<file path="config.mk">
export PLATFORM = sky130hd
export DESIGN_NAME = deb_irq_bank
export DESIGN_NICKNAME = d
export VERILOG_FILES = /design/src/rtl/deb_irq_pkg.sv /design/src/rtl/deb_irq_filter.sv /design/src/rtl/deb_irq_event.sv /design/src/rtl/deb_irq_bank.sv
export SDC_FILE = /design/constraint.sdc
export NUM_CORES = 1
export LEC_CHECK = 0
export ABC_CLOCK_PERIOD_IN_PS = 6250
export BUFFER_PORTS_ARGS = -buffer_cell sky130_fd_sc_hd__buf_2
export CORE_UTILIZATION = 50
export CTS_CLUSTER_DIAMETER = 40
export DETAILED_ROUTE_END_ITERATION = 7
export GPL_TIMING_DRIVEN = 0
export HOLD_SLACK_MARGIN = 0.08
export PLACE_DENSITY = 0.74
export SYNTH_ARGS = -nofsm -noshare
export SYNTH_HDL_FRONTEND = slang
export SYNTH_HIERARCHICAL = 1
export SYNTH_SLANG_ARGS = --single-unit
</file>
<file path="constraint.sdc">
create_clock -name clk -period 6.25 [get_ports clk]
set_input_delay 0.3125 -clock clk [delete_from_list [all_inputs] [get_ports clk]]
set_output_delay 0.3125 -clock clk [all_outputs]
set_load 0.02 [all_outputs]
</file>
<file path="src/rtl/deb_irq_pkg.sv">
package deb_irq_pkg;
    localparam int ADDR_W = 8;
    localparam int DATA_W = 32;

    localparam logic [ADDR_W-1:0] A_LEVEL = 8'h00;
    localparam logic [ADDR_W-1:0] A_FEN   = 8'h04;
    localparam logic [ADDR_W-1:0] A_POL   = 8'h14;
    localparam logic [ADDR_W-1:0] A_IEN   = 8'h18;
    localparam logic [ADDR_W-1:0] A_RAW   = 8'h1C;
    localparam logic [ADDR_W-1:0] A_PEND  = 8'h20;
    localparam logic [ADDR_W-1:0] A_ACK   = 8'h24;
    localparam logic [ADDR_W-1:0] A_ARM   = 8'h28;
    localparam int                A_WIN0  = 'h40;
    localparam int                WIN_STEP = 4;
endpackage

</file>
<file path="src/rtl/deb_irq_filter.sv">
module deb_irq_filter #(
    parameter int DBW = 12
) (
    input  logic           clk,
    input  logic           rst_n,
    input  logic           pin_i,
    input  logic           tick_i,
    input  logic           en_i,
    input  logic [DBW-1:0] win_i,
    output logic           stable_o
);
    typedef struct packed {
        logic           s1;
        logic           s2;
        logic           stable;
        logic [DBW-1:0] cnt;
    } flt_t;

    flt_t           d, q;
    logic [DBW-1:0] lim;
    logic [DBW:0]   cnt_inc;

    always_comb begin
        lim     = (win_i == '0) ? DBW'(1) : win_i;
        cnt_inc = {1'b0, q.cnt} + 1'b1;
        d       = q;
        d.s1    = pin_i;
        d.s2    = q.s1;
        if (!en_i) begin
            d.cnt = '0;
        end else if (q.s2 == q.stable) begin
            d.cnt = '0;
        end else if (tick_i) begin
            if (cnt_inc >= {1'b0, lim}) begin
                d.stable = q.s2;
                d.cnt    = '0;
            end else begin
                d.cnt = cnt_inc[DBW-1:0];
            end
        end
    end

    always_ff @(posedge clk or negedge rst_n) begin
        if (!rst_n) q <= '0;
        else        q <= d;
    end

    assign stable_o = q.stable;

    AST_LEVEL_ONLY_ON_TICK: assert property (@(posedge clk) disable iff (!rst_n)
        !tick_i |=> $stable(stable_o));
    AST_LEVEL_FROZEN_OFF: assert property (@(posedge clk) disable iff (!rst_n)
        !en_i |=> $stable(stable_o));
    AST_COUNT_IDLE_OFF: assert property (@(posedge clk) disable iff (!rst_n)
        !en_i |=> (q.cnt == '0));
endmodule

</file>
<file path="src/rtl/deb_irq_event.sv">
module deb_irq_event #(
    parameter int NCH = 8
) (
    input  logic           clk,
    input  logic           rst_n,
    input  logic [NCH-1:0] level_i,
    input  logic [NCH-1:0] pol_i,
    input  logic           arm_wr_i,
    input  logic [NCH-1:0] arm_wdata_i,
    input  logic           ack_wr_i,
    input  logic [NCH-1:0] ack_wdata_i,
    output logic [NCH-1:0] raw_o,
    output logic [NCH-1:0] arm_o
);
    typedef struct packed {
        logic [NCH-1:0] raw;
        logic [NCH-1:0] arm;
    } evt_t;

    evt_t           d, q;
    logic [NCH-1:0] hit;
    logic [NCH-1:0] ack_bits;
    logic [NCH-1:0] arm_next;

    always_comb begin
        hit      = q.arm & ~(level_i ^ pol_i);
        ack_bits = ack_wr_i ? ack_wdata_i : '0;
        arm_next = arm_wr_i ? arm_wdata_i : q.arm;
        d.raw    = (q.raw & ~ack_bits) | hit;
        d.arm    = arm_next & ~hit;
    end

    always_ff @(posedge clk or negedge rst_n) begin
        if (!rst_n) q <= '0;
        else        q <= d;
    end

    assign raw_o = q.raw;
    assign arm_o = q.arm;

    for (genvar i = 0; i < NCH; i++) begin : g_chk
        AST_RAW_NEEDS_ARM: assert property (@(posedge clk) disable iff (!rst_n)
            $rose(q.raw[i]) |-> $past(q.arm[i]));
        AST_ARM_CONSUMED: assert property (@(posedge clk) disable iff (!rst_n)
            $rose(q.raw[i]) |-> !q.arm[i]);
        AST_RAW_HELD: assert property (@(posedge clk) disable iff (!rst_n)
            (q.raw[i] && !(ack_wr_i && ack_wdata_i[i])) |=> q.raw[i]);
    end
endmodule

</file>
<file path="src/rtl/deb_irq_bank.sv">
module deb_irq_bank
    import deb_irq_pkg::*;
#(
    parameter int NCH = 8,
    parameter int DBW = 12
) (
    input  logic              clk,
    input  logic              rst_n,
    input  logic              ms_tick,
    input  logic [NCH-1:0]    ch_in,
    input  logic              bus_wr,
    input  logic [ADDR_W-1:0] bus_addr,
    input  logic [DATA_W-1:0] bus_wdata,
    output logic [DATA_W-1:0] bus_rdata,
    output logic              irq
);
    typedef struct packed {
        logic [NCH-1:0]          fen;
        logic [NCH-1:0]          pol;
        logic [NCH-1:0]          ien;
        logic [NCH-1:0][DBW-1:0] win;
    } regs_t;

    regs_t          d, q;
    logic [NCH-1:0] level;
    logic [NCH-1:0] raw;
    logic [NCH-1:0] arm;
    logic [NCH-1:0] pend;
    logic           arm_wr;
    logic           ack_wr;
    logic           unused_wdata_hi;

    assign unused_wdata_hi = ^bus_wdata[DATA_W-1:DBW];

    always_comb begin
        d = q;
        if (bus_wr) begin
            case (bus_addr)
                A_FEN:   d.fen = bus_wdata[NCH-1:0];
                A_POL:   d.pol = bus_wdata[NCH-1:0];
                A_IEN:   d.ien = bus_wdata[NCH-1:0];
                default: ;
            endcase
            for (int i = 0; i < NCH; i++) begin
                if (bus_addr == ADDR_W'(A_WIN0 + WIN_STEP * i))
                    d.win[i] = bus_wdata[DBW-1:0];
            end
        end
    end

    always_ff @(posedge clk or negedge rst_n) begin
        if (!rst_n) q <= '0;
        else        q <= d;
    end

    for (genvar i = 0; i < NCH; i++) begin : g_ch
        deb_irq_filter #(.DBW(DBW)) u_flt (
            .clk      (clk),
            .rst_n    (rst_n),
            .pin_i    (ch_in[i]),
            .tick_i   (ms_tick),
            .en_i     (q.fen[i]),
            .win_i    (q.win[i]),
            .stable_o (level[i])
        );
    end

    assign arm_wr = bus_wr && (bus_addr == A_ARM);
    assign ack_wr = bus_wr && (bus_addr == A_ACK);

    deb_irq_event #(.NCH(NCH)) u_evt (
        .clk         (clk),
        .rst_n       (rst_n),
        .level_i     (level),
        .pol_i       (q.pol),
        .arm_wr_i    (arm_wr),
        .arm_wdata_i (bus_wdata[NCH-1:0]),
        .ack_wr_i    (ack_wr),
        .ack_wdata_i (bus_wdata[NCH-1:0]),
        .raw_o       (raw),
        .arm_o       (arm)
    );

    assign pend = raw & q.ien;
    assign irq  = |pend;

    always_comb begin
        bus_rdata = '0;
        case (bus_addr)
            A_LEVEL: bus_rdata[NCH-1:0] = level;
            A_FEN:   bus_rdata[NCH-1:0] = q.fen;
            A_POL:   bus_rdata[NCH-1:0] = q.pol;
            A_IEN:   bus_rdata[NCH-1:0] = q.ien;
            A_RAW:   bus_rdata[NCH-1:0] = raw;
            A_PEND:  bus_rdata[NCH-1:0] = pend;
            A_ARM:   bus_rdata[NCH-1:0] = arm;
            default: ;
        endcase
        for (int i = 0; i < NCH; i++) begin
            if (bus_addr == ADDR_W'(A_WIN0 + WIN_STEP * i))
                bus_rdata[DBW-1:0] = q.win[i];
        end
    end

    AST_IRQ_QUIET_WHEN_MASKED: assert property (@(posedge clk) disable iff (!rst_n)
        (q.ien == '0) |-> !irq);
    AST_IRQ_NEEDS_RAW: assert property (@(posedge clk) disable iff (!rst_n)
        irq |-> (raw != '0));
    AST_ACK_READS_ZERO: assert property (@(posedge clk) disable iff (!rst_n)
        (bus_addr == A_ACK) |-> (bus_rdata == '0));
endmodule

</file>
==> run metrics, run 1 <==
placed wire-length estimate=35200 um; Leakage=0.00905 uW; period utilization=56.7%; Die Span X=184 um; Root Driver=clkbuf_16; Design Area, Final=19200 sq um; commonest cells in the netlist=dfrtp_1 (256), nand2_1 (165), mux2_2 (129), inv_1 (117), ha_1 (104); fmax=282 MHz; routed len/inst=21.3 um; max cap viols=0; Yosys warnings=6; Seq/Total Area, Yosys=38.6%; Worst-Margin Slew=0.921 ns; Post-Synthesis Cell Area=16600 sq um; gpl congestion=0.999; worst clock skew=0.0149 ns; CTS tree=done; Initial Util=50.9%; CTS sink cnt=256; die height=184 um; setup TNS=0 ns; Critical Path RT=6.69 ns; EDFF count, synth=0; Main synth FF type=dfrtp_1; cts bufs inserted=46; Cell Count Post-Placement=2177; CTS Buffer Depth=3; Pins Over Slew Limit=0; clock latency at the later pin of the worst-skew pair=0.57 ns; Hold EP=q[11]; depth of the CTS H-tree=2; RSZ-0062 raised after global routing=no; status=finished, final reports clean; vias per inst=6.15; Synth top area share=38.6%; P&R area growth vs syn=15.9%; boundary pin count=85; DR iter-0 viols=1205; crit path time final=3.55 ns; postcts setup bufs=0; antenna viol nets, final=0; worst r2r dst=g_ch[0].u_flt/stable_o; # resized after CTS=0; WHS Path Cells=2; final hold vios=0; post-placement cell area=17500 sq um; number of I/O port buffers=39; # DRC=0; final WL=48600 um; setup violators final=0; layout cells sized above 1=20.8%; Synth area leader=dfrtp_1; Nets=1956; Worst-path clk slew=0.05 ns; Yosys reg bits=256; largest net degree at the start of global routing=120; WS Path Type=reg2reg; first-pass GRT wire length=76800 um; DR vias=14021; P per Cell Area=259 nW/um^2; vias in the first global route=13957; full die area=33900 sq um; reg2reg start=g_ch[0].u_flt/q[0]; most common cell in the synthesized netlist=dfrtp_1; maximum net fanout on the critical path=10; Reg2Reg Depth=12; Slew headroom=38.6%; Max VDD drop=0.199 mV; initial antenna violation count=2; worst reg-to-reg setup slack=2.70 ns; Arrival @ worst endpoint=3.99 ns; Hold Path Class=in2reg; library cells used by synthesis=77; CP Capture Type=flop; iteration count of the initial detailed-routing pass=5; startpoint types=flop; GRT Total Usage=29.4%; Post-Synthesis Mean Instance Area=9.91 sq um; Core Region=32600 sq um; fraction of registers with async set/reset=100%; Finished Layout Cells=2278; row cnt=66; Area contributors post-synth=dfrtp_1 (39%), mux2_2 (8.7%), ha_1 (7.8%); cell count after synthesis=1675; HP Start=bus_wdata[11]; Hold Buf Count CTS=17; GRT overflow=0
## how the worst max path moves through the flow
stage               slack, ns                endpoint  cells after the start                from
finish                   2.70  g_ch[0].u_flt/stable_o                     12  g_ch[0].u_flt/q[0]
detailed placement       2.75  g_ch[1].u_flt/stable_o                     12  g_ch[1].u_flt/q[0]
global placement         0.17      g_ch[0].u_flt/q[3]                      1               rst_n
global route             2.50      g_ch[0].u_flt/q[2]                     12  g_ch[0].u_flt/q[0]
floorplan                3.14  g_ch[0].u_flt/stable_o                     12  g_ch[0].u_flt/q[0]
CTS                      2.75  g_ch[1].u_flt/stable_o                     12  g_ch[1].u_flt/q[0]
## cell families after synthesis
family	after synthesis	synth area share, %
and+or+nand+nor	524	17.6
muxes	150	10.4
DFF	256	38.6
buffers and inverters	211	5.95
other	1	0.0226
adders and majority gates	104	7.84
xor gates and xnor gates	78	4.11
AOI/OAI and AO/OA	351	15.5
## cell usage in the layout, fill, tap and decap left out, types with 31 or more instances in the layout
master	instances
nor2_1	69
mux2_2	129
ha_1	104
dfrtp_1	256
buf_2	70
nand3_1	86
a21oi_1	50
clkbuf_16	47
inv_1	117
xnor2_1	48
o21ai_0	31
nand2_1	165
buf_4	37
## cell type report
class,instances,area (sq um)
clock buffers,56,1250
plain buffers,94,549
fillers,2763,13400
multi-input cells,1227,9280
diodes,2,5.00
well taps,442,553
clock inverters,26,334
inverters,117,439
repair buffers,58,430
flip-flops and latches,256,6410
## per-stage QoR
stage          hold slack (ns)  total power, uW  utilization [%]  worst slack (ns)
3_5_place_dp             0.212             2400             53.6              2.75
4_1_cts                  0.156             5010             59.0              2.75
3_3_place_gp             0.333             2380             53.4             0.168
5_1_grt                  0.153             5160             59.0              2.50
2_1_floorplan           0.0169             2190                -              3.14
6_report                 0.171             4980             59.0              2.70
## power breakdown
part | internal (uW) | switching, uW
Clock | 1650 | 925
Combinational | 235 | 331
Sequential | 1730 | 106
Total | 3620 | 1360
## worst max-delay path: stages (launching register included)
cell and delay (ns):
dfrtp_1 0.45, ha_1 0.30, nand4_2 0.17, or2_1 0.30, and2_1 0.18, or2_2 0.30
ha_1 0.33, and4_1 0.21, a311oi_1 0.29, o2111a_1 0.22, buf_2 0.23, nor3_1 0.09
or3b_1 0.34
## routing by layer
metal / share of wire [%] / track usage [%]
met5: 0 / 0
met4: 3.6 / 11.7
met2: 46 / 47.6
met1: 43 / 38.5
met3: 7.3 / 6.15
## registers in the layout, summed over array words and instances (netlist names)
signal               cells
u_evt/raw_o              8
u_evt/arm_o              8
g_ch.u_flt/q           104
g_ch.u_flt/d             8
q                      120
g_ch.u_flt/stable_o      8
No activity file was read; power rests on OpenSTA's default activity.
==> run 2, diff against run 1 <==
--- a/config.mk
+++ b/config.mk
@@ -5,14 +5,14 @@
 export SDC_FILE = /design/constraint.sdc
 export NUM_CORES = 1
 export LEC_CHECK = 0
-export ABC_CLOCK_PERIOD_IN_PS = 6250
+export ABC_CLOCK_PERIOD_IN_PS = 3000
 export BUFFER_PORTS_ARGS = -buffer_cell sky130_fd_sc_hd__buf_2
 export CORE_UTILIZATION = 50
 export CTS_CLUSTER_DIAMETER = 40
 export DETAILED_ROUTE_END_ITERATION = 7
 export GPL_TIMING_DRIVEN = 0
 export HOLD_SLACK_MARGIN = 0.08
-export PLACE_DENSITY = 0.74
+export PLACE_DENSITY = 0.77
 export SYNTH_ARGS = -nofsm -noshare
 export SYNTH_HDL_FRONTEND = slang
 export SYNTH_HIERARCHICAL = 1
==> constraint.sdc (replaced) <==
create_clock -name clk -period 3 [get_ports clk]
set_input_delay 0.15 -clock clk [delete_from_list [all_inputs] [get_ports clk]]
set_output_delay 0.15 -clock clk [all_outputs]
set_load 0.02 [all_outputs]
==> run 2 against run 1 <==
Compared with the run above: global-route usage hardly changed; critical path type unchanged; total power is 110% higher; combinational power is 130% higher; largest power group unchanged; highest routed layer unchanged.
==> run metrics, run 2 (synthesis results as in run 1) <==
clock latency at the later pin of the worst-skew pair=0.59 ns; switching share of power=28.3%; Critical path buffers and inverters=2; CTS Buffer Depth=3; Nets=2013; Flop pwr share=36.9%; Worst-path clk slew=0.06 ns; Worst-Margin Slew=0.994 ns; DR iter-0 viols=1320; worst clock skew=0.0365 ns; die height=184 um; first-pass GRT wire length=77300 um; GR Util met3=4.96%; most common cell after layout, fill and taps aside=dfrtp_1; row cnt=66; RSZ-0062 raised after global routing=yes; crit path time final=2.92 ns; DR vias=14331; layout cells sized above 1=26.8%; Leakage=0.00944 uW; Final WS setup=0.0788 ns; CP Capture Type=flop; routed len/inst=21.2 um; Root Driver=clkbuf_16; Int Pwr=7420 uW; gr busiest metal=met2; startpoint types=flop; GRT Total Usage=29.4%; status=finished, final reports clean; final WL=49600 um; GR Util met2=47.0%; period utilization=97.4%; maximum net fanout on the critical path=5; setup violators final=0; vias per inst=6.13; placed wire-length estimate=34600 um; overall power=10300 uW; gpl congestion=1.00; Die Span X=184 um; most frequent cells in the layout=dfrtp_1 (247), nand2_1 (165), mux2_2 (129), inv_1 (117), ha_1 (91); largest net degree at the start of global routing=124; P&R area growth vs syn=22.1%; Arrival @ worst endpoint=3.37 ns; setup TNS=0 ns; CTS sink cnt=256; max incr delay on CP=0.39 ns; WS Path Type=reg2reg; max cap viols=0; antenna viol nets, final=0; GRT overflow=0; cts bufs inserted=46; # DRC=0; Critical Path RT=3.45 ns; CTS tree=done; Clk pwr share=50.6%; critical path, cell by cell=ha_4 > nand4_4 > or2_1 > and2_4 > or2_4 > ha_4 > and4_4 > a311oi_2 > o2111a_1 > buf_6 > buf_4 > or2_1 > a32o_1; Pins Over Slew Limit=0; post-placement cell area=17600 sq um; Largest regs=q: 120 flops, g_ch.u_flt/q: 104 flops; iteration count of the initial detailed-routing pass=5; Worst path top cell family by delay=simple AND/OR/NAND/NOR gates; number of I/O port buffers=39; full die area=33900 sq um; initial antenna violation count=1; Core Region=32600 sq um; Top reg by flops=q; Initial Util=50.9%; met1 Resource Use GR=38.9%; final hold vios=0; switching component of the power=2930 uW; Post-Route Utilization=62.2%; Design Area, Final=20300 sq um; Slowest cell on crit path=dfrtp_1; depth of the CTS H-tree=2; Place WS=-0.301 ns; fmax=342 MHz; boundary pin count=85; P per Cell Area=510 nW/um^2; max reg flops=120; Slew headroom=33.7%; Max VDD drop=0.402 mV; Comb power frac=12.5%; vias in the first global route=14211; Hold Path Class=in2reg
-- run 2: repair_timing --
action                                  in CTS  in global routing
buffers inserted                            32                 19
pin swaps                                   22                 37
gates cloned                                 0                  1
hold buffers                                22                  0
resized for setup                           37                 71
hold endpoints to repair                   318                  0
endpoints found under the setup margin      78                 88
-- run 2: worst reg2reg max path, stage by stage (launching register included) --
cell and delay [ns]:
dfrtp_1 0.39, ha_4 0.16, nand4_4 0.10, or2_1 0.26, and2_4 0.17, or2_4 0.24, ha_4 0.28, and4_4 0.20
a311oi_2 0.04, o2111a_1 0.15, buf_6 0.13, buf_4 0.13, or2_1 0.27, a32o_1 0.28
-- run 2: per-layer routing --
layer / up-vias / wire (um)
met2: 573 / 22600
met1: 7078 / 21400
met5: - / 0
met3: 166 / 3180
met4: 0 / 2310
li1: 6514 / -
-- run 2: metrics by stage --
| stage | instances | hold WS [ns] |
|---|---|---|
| floorplan | 1694 | -0.146 |
| global placement | 2175 | 0.258 |
| detailed placement | 2177 | -0.0184 |
| CTS | 2316 | 0.0889 |
| global route | 2337 | 0.148 |
| finish | 2337 | 0.118 |
-- run 2: path summary, 6_finish.rpt --
check,startpoint,endpoint,slack (ns),cells after the start
max in group asynchronous,rst_n,g_ch[0].u_flt/q[0],1.82,3
hold reg to reg,g_ch[4].u_flt/d[13],g_ch[4].u_flt/q[13],0.34,0
setup reg to reg,g_ch[5].u_flt/q[1],g_ch[5].u_flt/q[10],0.08,13
hold / removal,bus_addr[7],q[16],0.12,4
setup / recovery,g_ch[5].u_flt/q[1],g_ch[5].u_flt/q[10],0.08,13
min in group asynchronous,rst_n,g_ch[0].u_flt/q[13],0.22,3
-- run 2: cell type report --
| class | count | area, sq um |
|---|---|---|
| clock inverter | 32 | 345 |
| timing repair buffer | 115 | 868 |
| clock buffer | 53 | 1220 |
| inverter | 117 | 439 |
| buffer | 94 | 621 |
| multi-input combinational | 1227 | 9810 |
| antenna | 1 | 2.50 |
| sequential | 256 | 6420 |
| fill | 2592 | 12300 |
| tap | 442 | 553 |
-- run 2: power groups by stage --
stage | Clock [uW] | Combinational [uW] | Sequential (uW)
4_1_cts | 5340 | 1220 | 3810
3_5_place_dp | 0 | 1140 | 3860
2_1_floorplan | 0 | 796 | 3770
5_1_grt | 5490 | 1400 | 3830
6_report | 5240 | 1290 | 3820
3_3_place_gp | 0 | 1090 | 3860
==> run 3, diff against run 2 <==
--- a/config.mk
+++ b/config.mk
@@ -5,14 +5,17 @@
 export SDC_FILE = /design/constraint.sdc
 export NUM_CORES = 1
 export LEC_CHECK = 0
-export ABC_CLOCK_PERIOD_IN_PS = 3000
+export ABC_CLOCK_PERIOD_IN_PS = 2800
 export BUFFER_PORTS_ARGS = -buffer_cell sky130_fd_sc_hd__buf_2
-export CORE_UTILIZATION = 50
+export CAP_MARGIN = 20
+export CELL_PAD_IN_SITES_DETAIL_PLACEMENT = 1
+export CELL_PAD_IN_SITES_GLOBAL_PLACEMENT = 1
+export CORE_UTILIZATION = 49
 export CTS_CLUSTER_DIAMETER = 40
 export DETAILED_ROUTE_END_ITERATION = 7
 export GPL_TIMING_DRIVEN = 0
 export HOLD_SLACK_MARGIN = 0.08
-export PLACE_DENSITY = 0.77
+export PLACE_DENSITY = 0.88
 export SYNTH_ARGS = -nofsm -noshare
 export SYNTH_HDL_FRONTEND = slang
 export SYNTH_HIERARCHICAL = 1
==> constraint.sdc (replaced) <==
create_clock -name clk -period 2.8 [get_ports clk]
set_input_delay 0.14 -clock clk [delete_from_list [all_inputs] [get_ports clk]]
set_output_delay 0.14 -clock clk [all_outputs]
set_load 0.02 [all_outputs]
==> run 3 against run 2 <==
Compared with the run above: the run now ends with negative setup slack left; sequential share of layout area decreased by 2.1 points; highest routed layer is now met5; via count increased by 17%; cell count increased by 3.7%; non-clock buffer count increased by 79; critical endpoint is now g_ch[3].u_flt/stable_o; worst setup slack got worse by 0.38 ns.
==> run metrics, run 3 (synthesis results as in run 1) <==
status=complete, but fails checks; failing checks=negative setup slack; DR iter-0 viols=1585; Nets=2092; fmax=322 MHz; Die Span X=186 um; Hold Path Class=in2async; full die area=34600 sq um; most frequent cells in the layout=dfrtp_1 (222), nand2_1 (157), buf_4 (142), mux2_2 (129), inv_1 (117); startpoint types=flop; boundary pin count=85; final WL=75700 um; Cell Count Post-Placement=2183; number of I/O port buffers=39; Final WS setup=-0.305 ns; # DRC=0; depth of the CTS H-tree=2; CTS tree=done; max cap viols=0; CTS Buffer Depth=3; die height=186 um; worst r2r dst=g_ch[3].u_flt/stable_o; Met2 Wirelength=36800 um; setup violators final=91; period utilization=111%; Layout fillers=3440; Max VDD drop=0.573 mV; vias in the first global route=16728; Critical Path RT=3.25 ns; RSZ-0062 raised after global routing=yes; Leakage=0.0100 uW; Initial Util=49.6%; layout cells sized above 1=37.3%; worst reg-to-reg setup slack=-0.30 ns; vias per inst=6.90; Slew headroom=24.7%; P per Cell Area=538 nW/um^2; Largest regs=q: 120 flops, g_ch.u_flt/q: 104 flops; cts bufs inserted=46; Worst-path clk slew=0.07 ns; maximum net fanout on the critical path=8; Arrival @ worst endpoint=3.56 ns; initial antenna violation count=5; P&R area growth vs syn=31.3%; Pins Over Slew Limit=0; DR WL met3=6840 um; WS Path Type=reg2reg; top routing layer in use=met5; CP Capture Type=flop; clock latency at the later pin of the worst-skew pair=0.57 ns; DR vias=16715; met1 WL=26100 um; GRT overflow=0; CTS sink cnt=256; Core Region=33400 sq um; worst clock skew=0.0246 ns; Finished Layout Cells=2424; Worst-Margin Slew=1.13 ns; first-pass GRT wire length=97600 um; routed len/inst=31.2 um; most common cell after layout, fill and taps aside=dfrtp_1; GRT Total Usage=37.3%; iteration count of the initial detailed-routing pass=8; Top reg by flops=q; gpl congestion=1.01; reg2reg start=g_ch[3].u_flt/q[2]; Root Driver=clkbuf_16; overall power=11700 uW; max reg flops=120; placed wire-length estimate=40000 um; final hold slack=0.101 ns; final hold vios=0; row cnt=67; Reg2Reg Depth=11; antenna viol nets, final=0; crit path time final=3.10 ns; largest net degree at the start of global routing=105
-- run 3: changes by cell type in the layout (fill, tap and decap cells not counted), sizes merged --
cell         delta
buf            +79
diode           +2
clkbuf          -2
clkinvlp        +2
bufinv          -1
dlygate4sd3     -1
inv             +3
clkinv          -1
-- run 3: worst max-delay path by stage --
stage | endpoint | slack (ns) | cells after the start | from
final | g_ch[3].u_flt/stable_o | -0.30 | 11 | g_ch[3].u_flt/q[2]
after global routing | g_ch[2].u_flt/q[2] | -0.33 | 13 | g_ch[2].u_flt/q[2]
after detailed placement | g_ch[0].u_flt/q[2] | -0.51 | 12 | g_ch[0].u_flt/q[0]
after CTS | g_ch[2].u_flt/q[6] | -0.09 | 13 | g_ch[2].u_flt/q[1]
after global placement | g_ch[7].u_flt/q[1] | -3.14 | 1 | rst_n
after floorplan | g_ch[2].u_flt/stable_o | 0.005 | 12 | g_ch[2].u_flt/q[0]
-- run 3: what timing repair did --
action	4_1_cts	5_1_grt
hold endpoints to repair	320	0
setup buffers	64	65
gates cloned	0	4
pin swaps	76	123
setup endpoints to repair	100	104
hold buffers	21	0
resized for setup	125	169
-- run 3: layout make-up --
| cell class | count | area, sq um | area share [%] |
|---|---|---|---|
| Antenna cell | 3 | 7.51 | 0.0344 |
| Buffer | 93 | 658 | 3.02 |
| Clock buffer | 50 | 1190 | 5.44 |
| Clock inverter | 35 | 337 | 1.54 |
| Inverter | 117 | 439 | 2.01 |
| Multi-Input combinational cell | 1227 | 10600 | 48.6 |
| Sequential cell | 256 | 6450 | 29.6 |
| Tap cell | 448 | 561 | 2.57 |
| Timing Repair Buffer | 195 | 1570 | 7.21 |
-- run 3: worst max-delay path: stages, from the launching register on --
cell      delay (ns)
dfrtp_1         0.33
buf_4           0.17
nand3_1         0.20
nor3_2          0.25
xor2_1          0.36
ha_1            0.35
and4_4          0.20
a311oi_2        0.30
o2111a_1        0.27
buf_6           0.14
nor3_2          0.05
or3b_1          0.38
-- run 3: through the flow --
stage | setup WS [ns] | util (%) | cell area (sq um) | TNS (ns)
floorplan | 0.00451 | - | 16900 | 0
global placement | -3.14 | 52.9 | 17700 | -816.33
detailed placement | -0.510 | 53.1 | 17800 | -32.46
CTS | -0.0946 | 61.3 | 20500 | -0.743
global route | -0.327 | 65.2 | 21800 | -16.07
finish | -0.305 | 65.2 | 21800 | -10.84
-- run 3: power breakdown --
group	total [uW]	internal [uW]	switching (uW)
logic	1880	813	1070
clock network	5720	3360	2360
registers	4140	3850	291
total	11700	8020	3720
-- run 3: per-layer routing --
layer / GRT usage (%) / up-vias
met2: 64.1 / 1166
met4: 21.8 / 4
met3: 7.45 / 506
met5: 0 / -
met1: 43.1 / 8381
li1: - / 6658
